### src/rtl/ptw_pkg.sv
package ptw_pkg;
   typedef enum logic [1:0] {
      ST_IDLE = 2'd0,
      ST_REQ  = 2'd1,
      ST_WAIT = 2'd2
   } ptw_state_e;

   localparam int PTW_CFG_W = 6;
   localparam int PTW_SLOTS = 5;
endpackage

### src/rtl/ptw_cfg_mux.sv
module ptw_cfg_mux #(
   parameter int SLOTS = 5,
   parameter int CFG_W = 6,
   parameter int SW    = 3
) (
   input  logic [SLOTS*CFG_W-1:0] pos_all_i,
   input  logic [SLOTS*CFG_W-1:0] wid_all_i,
   input  logic [SW-1:0]          slot_i,
   output logic [CFG_W-1:0]       pos_o,
   output logic [CFG_W-1:0]       wid_o
);
   logic [CFG_W-1:0] pos_arr [SLOTS];
   logic [CFG_W-1:0] wid_arr [SLOTS];

   for (genvar k = 0; k < SLOTS; k++) begin : g_slot
      assign pos_arr[k] = pos_all_i[k*CFG_W +: CFG_W];
      assign wid_arr[k] = wid_all_i[k*CFG_W +: CFG_W];
   end

   always_comb begin
      pos_o = '0;
      wid_o = '0;
      for (int k = 0; k < SLOTS; k++) begin
         if (slot_i == SW'(k)) begin
            pos_o = pos_arr[k];
            wid_o = wid_arr[k];
         end
      end
   end
endmodule

### src/rtl/ptw_index_gen.sv
module ptw_index_gen #(
   parameter int DW    = 64,
   parameter int CFG_W = 6
) (
   input  logic [DW-1:0]    badv_i,
   input  logic [CFG_W-1:0] pos_i,
   input  logic [CFG_W-1:0] wid_i,
   input  logic             pair_i,
   input  logic             odd_i,
   output logic [DW-1:0]    offset_o
);
   localparam logic [DW-1:0] ONE = {{(DW-1){1'b0}}, 1'b1};

   logic [DW-1:0] wmask;
   logic [DW-1:0] raw_idx;
   logic [DW-1:0] idx;

   always_comb begin
      wmask   = (ONE << wid_i) - ONE;
      raw_idx = (badv_i >> pos_i) & wmask;
      idx     = raw_idx;
      if (pair_i) begin
         idx[0] = 1'b0;
         if (odd_i) idx = idx + ONE;
      end
      offset_o = idx << 3;
   end
endmodule

### src/rtl/ptw_huge_leaf.sv
module ptw_huge_leaf #(
   parameter int DW       = 64,
   parameter int CFG_W    = 6,
   parameter int HUGE_BIT = 6,
   parameter int GLB_BIT  = 6,
   parameter int HGLB_BIT = 12,
   parameter int LVL_LSB  = 13,
   parameter int LVL_W    = 2
) (
   input  logic [DW-1:0]    entry_i,
   input  logic [CFG_W-1:0] pos_i,
   input  logic [CFG_W-1:0] wid_i,
   input  logic             odd_i,
   output logic [DW-1:0]    entry_o,
   output logic [CFG_W-1:0] ps_o
);
   localparam logic [DW-1:0] ONE = {{(DW-1){1'b0}}, 1'b1};

   logic [DW-1:0] stripped;

   always_comb begin
      ps_o     = pos_i + wid_i - CFG_W'(1);
      stripped = entry_i;
      stripped[LVL_LSB +: LVL_W] = '0;
      stripped[HUGE_BIT]         = 1'b0;
      if (entry_i[HGLB_BIT]) begin
         stripped[HGLB_BIT] = 1'b0;
         stripped[GLB_BIT]  = 1'b1;
      end
      entry_o = odd_i ? stripped + (ONE << ps_o) : stripped;
   end
endmodule

### src/rtl/ptw_step_unit.sv
module ptw_step_unit
   import ptw_pkg::*;
#(
   parameter int DW        = 64,
   parameter int PA_BITS   = 48,
   parameter int HUGE_BIT  = 6,
   parameter int GLB_BIT   = 6,
   parameter int HGLB_BIT  = 12,
   parameter int LVL_LSB   = 13,
   parameter int LVL_W     = 2,
   parameter int MAX_LEVEL = 4
) (
   input  logic                           clk,
   input  logic                           rst_n,
   input  logic                           start_i,
   input  logic                           op_leaf_i,
   input  logic [2:0]                     level_i,
   input  logic                           odd_i,
   input  logic [DW-1:0]                  base_i,
   input  logic [DW-1:0]                  badv_i,
   input  logic [PTW_SLOTS*PTW_CFG_W-1:0] pos_cfg_i,
   input  logic [PTW_SLOTS*PTW_CFG_W-1:0] wid_cfg_i,
   output logic                           mem_req_o,
   output logic [DW-1:0]                  mem_addr_o,
   input  logic                           mem_rsp_i,
   input  logic [DW-1:0]                  mem_rdata_i,
   output logic                           done_o,
   output logic [DW-1:0]                  dir_ptr_o,
   output logic [DW-1:0]                  lo_even_o,
   output logic [DW-1:0]                  lo_odd_o,
   output logic [PTW_CFG_W-1:0]           pgsz_o
);
   localparam int SW = $clog2(PTW_SLOTS);

   if (PA_BITS < 1 || PA_BITS > DW) begin : g_bad_pa
      $error("PA_BITS must lie in 1..DW");
   end
   if (LVL_LSB + LVL_W > DW || HGLB_BIT >= DW || HUGE_BIT >= DW) begin : g_bad_fields
      $error("entry field positions exceed the data width");
   end
   if ((1 << LVL_W) < MAX_LEVEL) begin : g_bad_lvlw
      $error("level tag too narrow for MAX_LEVEL-1");
   end
   if (MAX_LEVEL >= PTW_SLOTS || MAX_LEVEL > 7) begin : g_bad_maxlvl
      $error("MAX_LEVEL needs a configuration slot and must fit level_i");
   end

   logic [DW-1:0] pa_mask;
   if (PA_BITS == DW) begin : g_pa_full
      assign pa_mask = '1;
   end else begin : g_pa_part
      assign pa_mask = ({{(DW-1){1'b0}}, 1'b1} << PA_BITS) - {{(DW-1){1'b0}}, 1'b1};
   end

   ptw_state_e            state_q;
   logic                  leaf_q, odd_q, done_q;
   logic [DW-1:0]         addr_q, dir_q, even_q, oddr_q;
   logic [PTW_CFG_W-1:0]  ps_q, pend_ps_q;

   logic                  idle_w, accept;
   logic [DW-1:0]         base_m;
   logic [LVL_W-1:0]      tag_raw, tag_m;
   logic                  dir_legal, huge_raw, huge_m;
   logic [SW-1:0]         slot;
   logic [PTW_CFG_W-1:0]  cfg_pos, cfg_wid;
   logic [DW-1:0]         offset;
   logic [DW-1:0]         huge_entry;
   logic [PTW_CFG_W-1:0]  huge_ps;
   logic [DW-1:0]         tagged_base;

   assign idle_w    = (state_q == ST_IDLE);
   assign accept    = start_i && idle_w;
   assign base_m    = base_i & pa_mask;
   assign tag_raw   = base_i[LVL_LSB +: LVL_W];
   assign tag_m     = base_m[LVL_LSB +: LVL_W];
   assign huge_raw  = base_i[HUGE_BIT];
   assign huge_m    = base_m[HUGE_BIT];
   assign dir_legal = (level_i != 3'd0) && (level_i <= 3'(MAX_LEVEL));

   always_comb begin
      if (op_leaf_i) slot = huge_m ? SW'(tag_m) : '0;
      else           slot = dir_legal ? SW'(level_i) : '0;
   end

   always_comb begin
      tagged_base = base_i;
      tagged_base[LVL_LSB +: LVL_W] = LVL_W'(level_i);
   end

   ptw_cfg_mux #(
      .SLOTS(PTW_SLOTS), .CFG_W(PTW_CFG_W), .SW(SW)
   ) u_cfg (
      .pos_all_i(pos_cfg_i), .wid_all_i(wid_cfg_i), .slot_i(slot),
      .pos_o(cfg_pos), .wid_o(cfg_wid)
   );

   ptw_index_gen #(
      .DW(DW), .CFG_W(PTW_CFG_W)
   ) u_idx (
      .badv_i(badv_i), .pos_i(cfg_pos), .wid_i(cfg_wid),
      .pair_i(op_leaf_i), .odd_i(odd_i), .offset_o(offset)
   );

   ptw_huge_leaf #(
      .DW(DW), .CFG_W(PTW_CFG_W), .HUGE_BIT(HUGE_BIT), .GLB_BIT(GLB_BIT),
      .HGLB_BIT(HGLB_BIT), .LVL_LSB(LVL_LSB), .LVL_W(LVL_W)
   ) u_huge (
      .entry_i(base_m), .pos_i(cfg_pos), .wid_i(cfg_wid), .odd_i(odd_i),
      .entry_o(huge_entry), .ps_o(huge_ps)
   );

   always_ff @(posedge clk or negedge rst_n) begin
      if (!rst_n) begin
         state_q   <= ST_IDLE;
         leaf_q    <= 1'b0;
         odd_q     <= 1'b0;
         done_q    <= 1'b0;
         addr_q    <= '0;
         dir_q     <= '0;
         even_q    <= '0;
         oddr_q    <= '0;
         ps_q      <= '0;
         pend_ps_q <= '0;
      end else begin
         done_q <= 1'b0;
         unique case (state_q)
            ST_IDLE: begin
               if (accept) begin
                  leaf_q <= op_leaf_i;
                  odd_q  <= odd_i;
                  if (!op_leaf_i) begin
                     if (!dir_legal) begin
                        dir_q  <= base_i;
                        done_q <= 1'b1;
                     end else if (huge_raw) begin
                        if (level_i == 3'(MAX_LEVEL) || tag_raw != '0) dir_q <= base_i;
                        else                                            dir_q <= tagged_base;
                        done_q <= 1'b1;
                     end else begin
                        addr_q  <= base_m | offset;
                        state_q <= ST_REQ;
                     end
                  end else begin
                     if (huge_m) begin
                        if (odd_i) oddr_q <= huge_entry;
                        else       even_q <= huge_entry;
                        ps_q   <= huge_ps;
                        done_q <= 1'b1;
                     end else begin
                        addr_q    <= base_m | offset;
                        pend_ps_q <= cfg_pos;
                        state_q   <= ST_REQ;
                     end
                  end
               end
            end
            ST_REQ: state_q <= ST_WAIT;
            ST_WAIT: begin
               if (mem_rsp_i) begin
                  if (leaf_q) begin
                     if (odd_q) oddr_q <= mem_rdata_i & pa_mask;
                     else       even_q <= mem_rdata_i & pa_mask;
                     ps_q <= pend_ps_q;
                  end else begin
                     dir_q <= mem_rdata_i & pa_mask;
                  end
                  done_q  <= 1'b1;
                  state_q <= ST_IDLE;
               end
            end
            default: state_q <= ST_IDLE;
         endcase
      end
   end

   assign mem_req_o  = (state_q == ST_REQ);
   assign mem_addr_o = addr_q;
   assign done_o     = done_q;
   assign dir_ptr_o  = dir_q;
   assign lo_even_o  = even_q;
   assign lo_odd_o   = oddr_q;
   assign pgsz_o     = ps_q;
endmodule

### config.mk
export PLATFORM = sky130hd
export DESIGN_NAME = ptw_step_unit
export DESIGN_NICKNAME = d
export VERILOG_FILES = /design/src/rtl/ptw_pkg.sv /design/src/rtl/ptw_cfg_mux.sv /design/src/rtl/ptw_index_gen.sv /design/src/rtl/ptw_huge_leaf.sv /design/src/rtl/ptw_step_unit.sv
export SDC_FILE = /design/constraint.sdc
export NUM_CORES = 1
export LEC_CHECK = 0
export ABC_AREA = 1
export BUFFER_PORTS_ARGS = -buffer_cell sky130_fd_sc_hd__buf_4
export CORE_MARGIN = 1.5
export CORE_UTILIZATION = 38
export DETAILED_ROUTE_END_ITERATION = 10
export GPL_ROUTABILITY_DRIVEN = 0
export SYNTH_ARGS = -nofsm -noshare
export SYNTH_HDL_FRONTEND = slang
export SYNTH_SLANG_ARGS = --single-unit
### constraint.sdc
create_clock -name clk -period 2.3 [get_ports clk]
set_input_delay 0.23 -clock clk [delete_from_list [all_inputs] [get_ports clk]]
set_output_delay 0.23 -clock clk [all_outputs]
set_load 0.02 [all_outputs]
==> results_dict.tcl, run 1 <==
set metrics [dict create \
    status "finished with violations" \
    violations "negative setup slack" \
    cp-start-kind "input port" \
    peakVddDrop_v 0.000765 \
    vias_per_cell 5.53 \
    leakagePower_nw 18.8 \
    cap_violations 0 \
    syn-num-nets 3856 \
    async_reset_ff_frac 1.00 \
    fin_crit_sh 2.31 \
    min_period_ns 5.32 \
    seq_area_frac_synth 0.308 \
    yosysTopAreaCell "dfrtp_1" \
    highest_layer "met5" \
    grt_util_all_layers 0.359 \
    start_util 0.385 \
    fin_nets 4901 \
    cts_tree "yes" \
    crit_cells 37 \
    criticalPathCategory "in2reg" \
    clk_latency_ns 0.56 \
    area_delta_synth_final_pct 62.4 \
    power.switching_mw 16.6 \
    grt_max_degree 101 \
    cts_root_buffer "clkbuf_16" \
    setup_viol 177 \
    drt_pass1_iterations 6 \
    netlist_instances 3537 \
    diodes 0 \
    critPathRequiredTime_ns 2.73 \
    grt_pass1_wl_microns 165000 \
    cp_slowest_cell "fa_2" \
    hold_class "in2reg" \
    cts_htree_levels 2 \
    final_cells 5373 \
    wl_per_cell_microns 21.9 \
    holdWs_ns 0.0152 \
    core_sq_um 57700 \
    pin_count 525 \
    wl_met1_microns 44400 \
    pwr-share-seq 0.222 \
    clock_skew_ns 0.0189 \
    clockBufferDepth 3 \
    ys_types 54 \
    rows 88 \
    route.detailed.drc 0 \
    vias 29701 \
    die_h_microns 245 \
    cts_sinks 273 \
    ys.flop_type "dfrtp_1" \
    grt_pass1_vias 27910 \
    nFillCells 5260 \
    path_buf_inv 10 \
    intPower_mw 19.0 \
    place_hpwl_microns 83100 \
    avgSynthCellArea_sq_um 6.28 \
    crit_path_end_kind "flop" \
    rsz0062_at_grt "true" \
    synth_common_cells "1177 x nand2_1, 517 x nand3_1, 356 x nor2_1" \
    synth_top_area_share 0.308 \
    gr-total-overflow 0 \
    yosys_warnings 0 \
    crit_family "adder cells" \
    fp.dieArea_sq_um 59900 \
    synth_edf_count 0 \
    place_inst 5140 \
    ys_top_cells_by_area "dfrtp_1 31%, nand2_1 20%, nand3_1 12%, nor2_1 6.0%, o21ai_0 4.8%" \
    arrival_ns 5.75 \
    route.met3.wl_microns 11600 \
    clkSlewWorstSetupHoldPaths_ns 0.06 \
    drive_gt1_frac 0.385 \
    finalWorstSetupSlack_ns -3.02 \
    worst_path_largest_cell_delay_ns 0.62 \
    finalHoldViolations 0 \
    final_max_slew_viol_count 0 \
    relSlewSlack 0.470 \
    synth_most_common_cell "nand2_1" \
    r2r.worst_path.cells 8 \
    combPwrFrac 0.613 \
    netSwitchingFraction 0.466 \
    antenna_found_initial 2 \
    die_width_microns 245 \
    routed_wirelength_microns 117000 \
    final_antenna_net_count 0 \
    drt_iter0_drc 3123 \
    worstHoldPathCells 3 \
    p_per_area_nw_per_um2 988 \
    tightestPinTransition_ns 0.792 \
    fmax_ghz 0.188 \
    path_max_fanout 5 \
    dr_wl_met2_microns 53300 \
    p_clk_frac 0.165 \
    numCtsBuffers 35 \
    ys_ff_latch 273 \
    io_buffers 508 \
    synth_area_sq_um 22200 \
]
-- layout make-up --
cell class / instances / area (sq um) / area share
clock inverters: 16 / 209 / 0.00579
well taps: 765 / 957 / 0.0265
clock buffers: 47 / 1010 / 0.0281
flip-flops and latches: 273 / 6830 / 0.189
repair inverters: 1 / 11.3 / 0.000312
multi-input cells: 2789 / 16100 / 0.447
inverters: 290 / 1130 / 0.0313
repair buffers: 1192 / 9800 / 0.272
-- power by group through the flow --
stage	Sequential [mW]	Combinational [mW]	Clock [mW]
after floorplan	9.78	7.61	0
after global placement	7.87	17.6	0
after detailed placement	7.89	17.8	0
after CTS	7.85	19.8	5.93
after global routing	8.04	23.1	6.12
final	7.91	21.8	5.89
-- worst register-to-register path, stage by stage, from the launching register on --
cell,delay (ns)
dfrtp_1,0.44
nor2_1,0.08
inv_1,0.16
nor2_1,0.08
nor4_1,0.33
inv_1,0.16
nor2_4,0.15
inv_2,0.21
o41ai_1,0.54
-- cell usage in the layout (no fill, tap or decap), types with 80 or more instances in the layout --
cell,n
nor2_1,264
o21ai_1,83
nand3_1,480
inv_1,232
buf_4,1053
nand2_1,1088
nand2_2,83
o21ai_0,98
nor2_4,80
dfrtp_1,273
-- flip-flops by register name, summed over array words and instances (netlist names), 2 cells and up --
| signal | count |
|---|---|
| lo_odd_o | 64 |
| dir_ptr_o | 64 |
| pgsz_o | 6 |
| lo_even_o | 64 |
| mem_addr_o | 64 |
| state_q | 2 |
| pend_ps_q | 6 |
-- final timing paths --
| kind | endpoint | slack (ns) | start |
|---|---|---|---|
| min in group asynchronous | lo_even_o[0]$_DFFE_PN0P_ | 0.19 | rst_n |
| setup reg to reg | lo_odd_o[62]$_DFFE_PN0P_ | -0.02 | state_q[0]$_DFFE_PN0P_ |
| hold reg to reg | lo_odd_o[0]$_DFFE_PN0P_ | 0.48 | lo_odd_o[0]$_DFFE_PN0P_ |
| hold / removal | mem_addr_o[10]$_DFFE_PN0P_ | 0.02 | base_i[10] |
| setup / recovery | lo_even_o[47]$_DFFE_PN0P_ | -3.02 | level_i[1] |
| max in group asynchronous | lo_even_o[43]$_DFFE_PN0P_ | 1.34 | rst_n |
-- stage by stage --
step / setup slack (ns) / instance area, sq um / total power, mW / TNS [ns] / util
2_1_floorplan: -2.74 / 22800 / 17.4 / -266.57 / -
3_3_place_gp: -3.27 / 30700 / 25.5 / -374.89 / 0.532
3_5_place_dp: -3.32 / 30700 / 25.6 / -389.44 / 0.532
4_1_cts: -2.38 / 34700 / 33.6 / -252.19 / 0.601
5_1_grt: -3.16 / 36100 / 37.3 / -326.72 / 0.625
6_report: -3.02 / 36100 / 35.6 / -294.89 / 0.625
-- cell families (layout without fill, tap and decap cells) --
group | count (synthesis) | after routing | synth area share
compound gates | 444 | 444 | 0.113
xor+xnor | 36 | 36 | 0.0142
fa+ha+maj | 58 | 58 | 0.0334
buf+inv | 475 | 1546 | 0.0880
flops | 273 | 273 | 0.308
mux | 3 | 3 | 0.00135
simple gates | 2248 | 2248 | 0.442
-- routing by layer --
metal  vias to the layer above  track usage
li1                      13711            -
met1                     13815        0.448
met2                      1694        0.580
met3                       477       0.0691
met4                         4        0.205
met5                         -            0
-- repair_timing --
action | 4_1_cts | 5_1_grt
gates resized for setup | 434 | 231
hold buffers | 24 | 0
endpoints found under the setup margin | 177 | 187
pin swaps | 148 | 132
gates cloned | 4 | 2
buffers inserted | 114 | 46
endpoints found under the hold margin | 71 | 0
(Power assumes the default switching activity.)
==> inputs of run 2 (changes only) <==
Settings changed: RECOVER_POWER set to 50.
Clock period 2.3 ns to 5.14 ns, I/O delays scaled along.
==> results_dict.tcl, run 2 (synthesis gave the netlist of run 1 again) <==
set metrics [dict create \
    grt_max_degree 124 \
    vias 27133 \
    pwr-share-seq 0.260 \
    final_common_cell "nand2_1" \
    die_width_microns 245 \
    clk_latency_ns 0.55 \
    cts_htree_levels 2 \
    power.switching_mw 6.50 \
    drive_gt1_frac 0.222 \
    area_delta_synth_final_pct 34.4 \
    place_inst 4905 \
    drt_pass1_iterations 6 \
    intPower_mw 6.84 \
    holdWs_ns 0.168 \
    clockBufferDepth 3 \
    clkSlewWorstSetupHoldPaths_ns 0.06 \
    rrSetupSlack_ns 1.50 \
    peakVddDrop_v 0.000277 \
    criticalPathCategory "in2reg" \
    rsz0062_at_grt "true" \
    cp_slowest_cell "fa_2" \
    wl_met1_microns 41800 \
    grt_pass1_wl_microns 150000 \
    grt_pass1_vias 25096 \
    gr-total-overflow 0 \
    antenna_found_initial 5 \
    violations "max-capacitance violations, max-slew violations" \
    drt_iter0_drc 2748 \
    start_util 0.385 \
    worst_path_largest_cell_delay_ns 0.38 \
    grt_util_all_layers 0.327 \
    critPathRequiredTime_ns 5.51 \
    place_hpwl_microns 79300 \
    io_buffers 508 \
    core_sq_um 57700 \
    dr_wl_met2_microns 46500 \
    netSwitchingFraction 0.487 \
    die_h_microns 245 \
    arrival_ns 5.48 \
    combPwrFrac 0.546 \
    reg2reg_from "state_q[1]$_DFFE_PN0P_" \
    final_cells 4984 \
    clock_skew_ns 0.0280 \
    wl_per_cell_microns 20.5 \
    min_from "mem_rsp_i" \
    p_per_area_nw_per_um2 447 \
    vias_per_cell 5.44 \
    setup_viol 0 \
    crit_path_end_kind "flop" \
    pin_count 525 \
    route.met3.wl_microns 8510 \
    min_period_ns 5.10 \
    finalHoldViolations 0 \
    final_antenna_net_count 0 \
    final_cell_mix "1139 x nand2_1, 527 x buf_4, 491 x nand3_1" \
    cts_tree "yes" \
    path_max_fanout 8 \
    tightestPinTransition_ns 3.95 \
    route.detailed.drc 0 \
    cp-start-kind "input port" \
    cp-startpoint "level_i[0]" \
    fp.dieArea_sq_um 59900 \
    numCtsBuffers 34 \
    cts_root_buffer "clkbuf_16" \
    routed_wirelength_microns 102000 \
    fin_util 0.518 \
    relSlewSlack -1.63 \
    cap_violations 1 \
    status "finished with violations" \
    rows 88 \
    p_clk_frac 0.193 \
    fin_crit_sh 0.993 \
    cts_sinks 273 \
    highest_layer "met5" \
    fin_nets 4514 \
    leakagePower_nw 15.4 \
    hold_class "in2reg" \
    fmax_ghz 0.196 \
    final_max_slew_viol_count 70 \
]
[run 2: changes by cell type in the layout (fill, tap and decap cells not counted), sizes merged, moves of 3 or more]
cell / before / now
clkbuf: 51 / 310
diode: 0 / 3
buf: 1162 / 541
clkinvlp: 4 / 0
clkinv: 9 / 6
dlygate4sd3: 24 / 1
[run 2: layer usage]
metal	track usage	vias up
met4	0.140	2
li1	-	12936
met5	0	-
met1	0.423	12664
met3	0.0561	261
met2	0.534	1270
[run 2: area by class of cell]
class                   count  area (sq um)
clock inverters            12           208
multi-input cells        2789         14600
well taps                 765           957
fillers                  6188         27800
repair buffers            807          5190
diodes                      3          7.51
inverters                 290          1100
flip-flops and latches    273          6830
clock buffers              45           963
[run 2: metrics by stage]
stage | cell area [sq um] | power, mW | setup TNS [ns] | worst slack [ns]
after global routing | 29900 | 14.1 | -16.43 | -0.235
final | 29900 | 13.3 | 0 | 0.0359
after floorplan | 22500 | 7.62 | -1.72 | -0.187
after detailed placement | 28500 | 10.9 | -27.81 | -0.686
after CTS | 29700 | 13.6 | -0.00479 | -0.00479
after global placement | 28500 | 10.9 | -24.68 | -0.652
[run 2: what timing repair did]
item | CTS | global route
setup endpoints to repair | 10 | 68
hold endpoints to repair | 66 | 0
gates cloned | 0 | 1
pin swaps | 0 | 73
resized for setup | 9 | 249
hold buffers | 1 | 0
setup buffers | 0 | 17
[run 2: power groups by stage]
| stage | combinational, mW | clock [mW] | sequential, mW |
|---|---|---|---|
| after floorplan | 3.25 | 0 | 4.38 |
| after global placement | 7.42 | 0 | 3.49 |
| after detailed placement | 7.44 | 0 | 3.51 |
| after CTS | 7.48 | 2.62 | 3.49 |
| after global routing | 7.90 | 2.69 | 3.56 |
| final | 7.29 | 2.58 | 3.47 |
[run 2: worst paths after layout]
path                                               to  depth (start not counted)
max in group asynchronous  mem_addr_o[50]$_DFFE_PN0P_                          3
min reg2reg                mem_addr_o[57]$_DFFE_PN0P_                          2
min in group asynchronous   lo_even_o[53]$_DFFE_PN0P_                          2
max                          lo_odd_o[35]$_DFFE_PN0P_                         37
min                            state_q[1]$_DFFE_PN0P_                          2
max reg2reg                  lo_odd_o[39]$_DFFE_PN0P_                         11
[run 2: critical path: cells and delay by family]
kind,cells,cell delay (ns)
XOR/XNOR,1,0.14
AND/OR/NAND/NOR,11,1.19
AO/OA/AOI/OAI,8,1.20
adder cells (fa/ha/maj),5,1.28
buffers and inverters,12,1.15
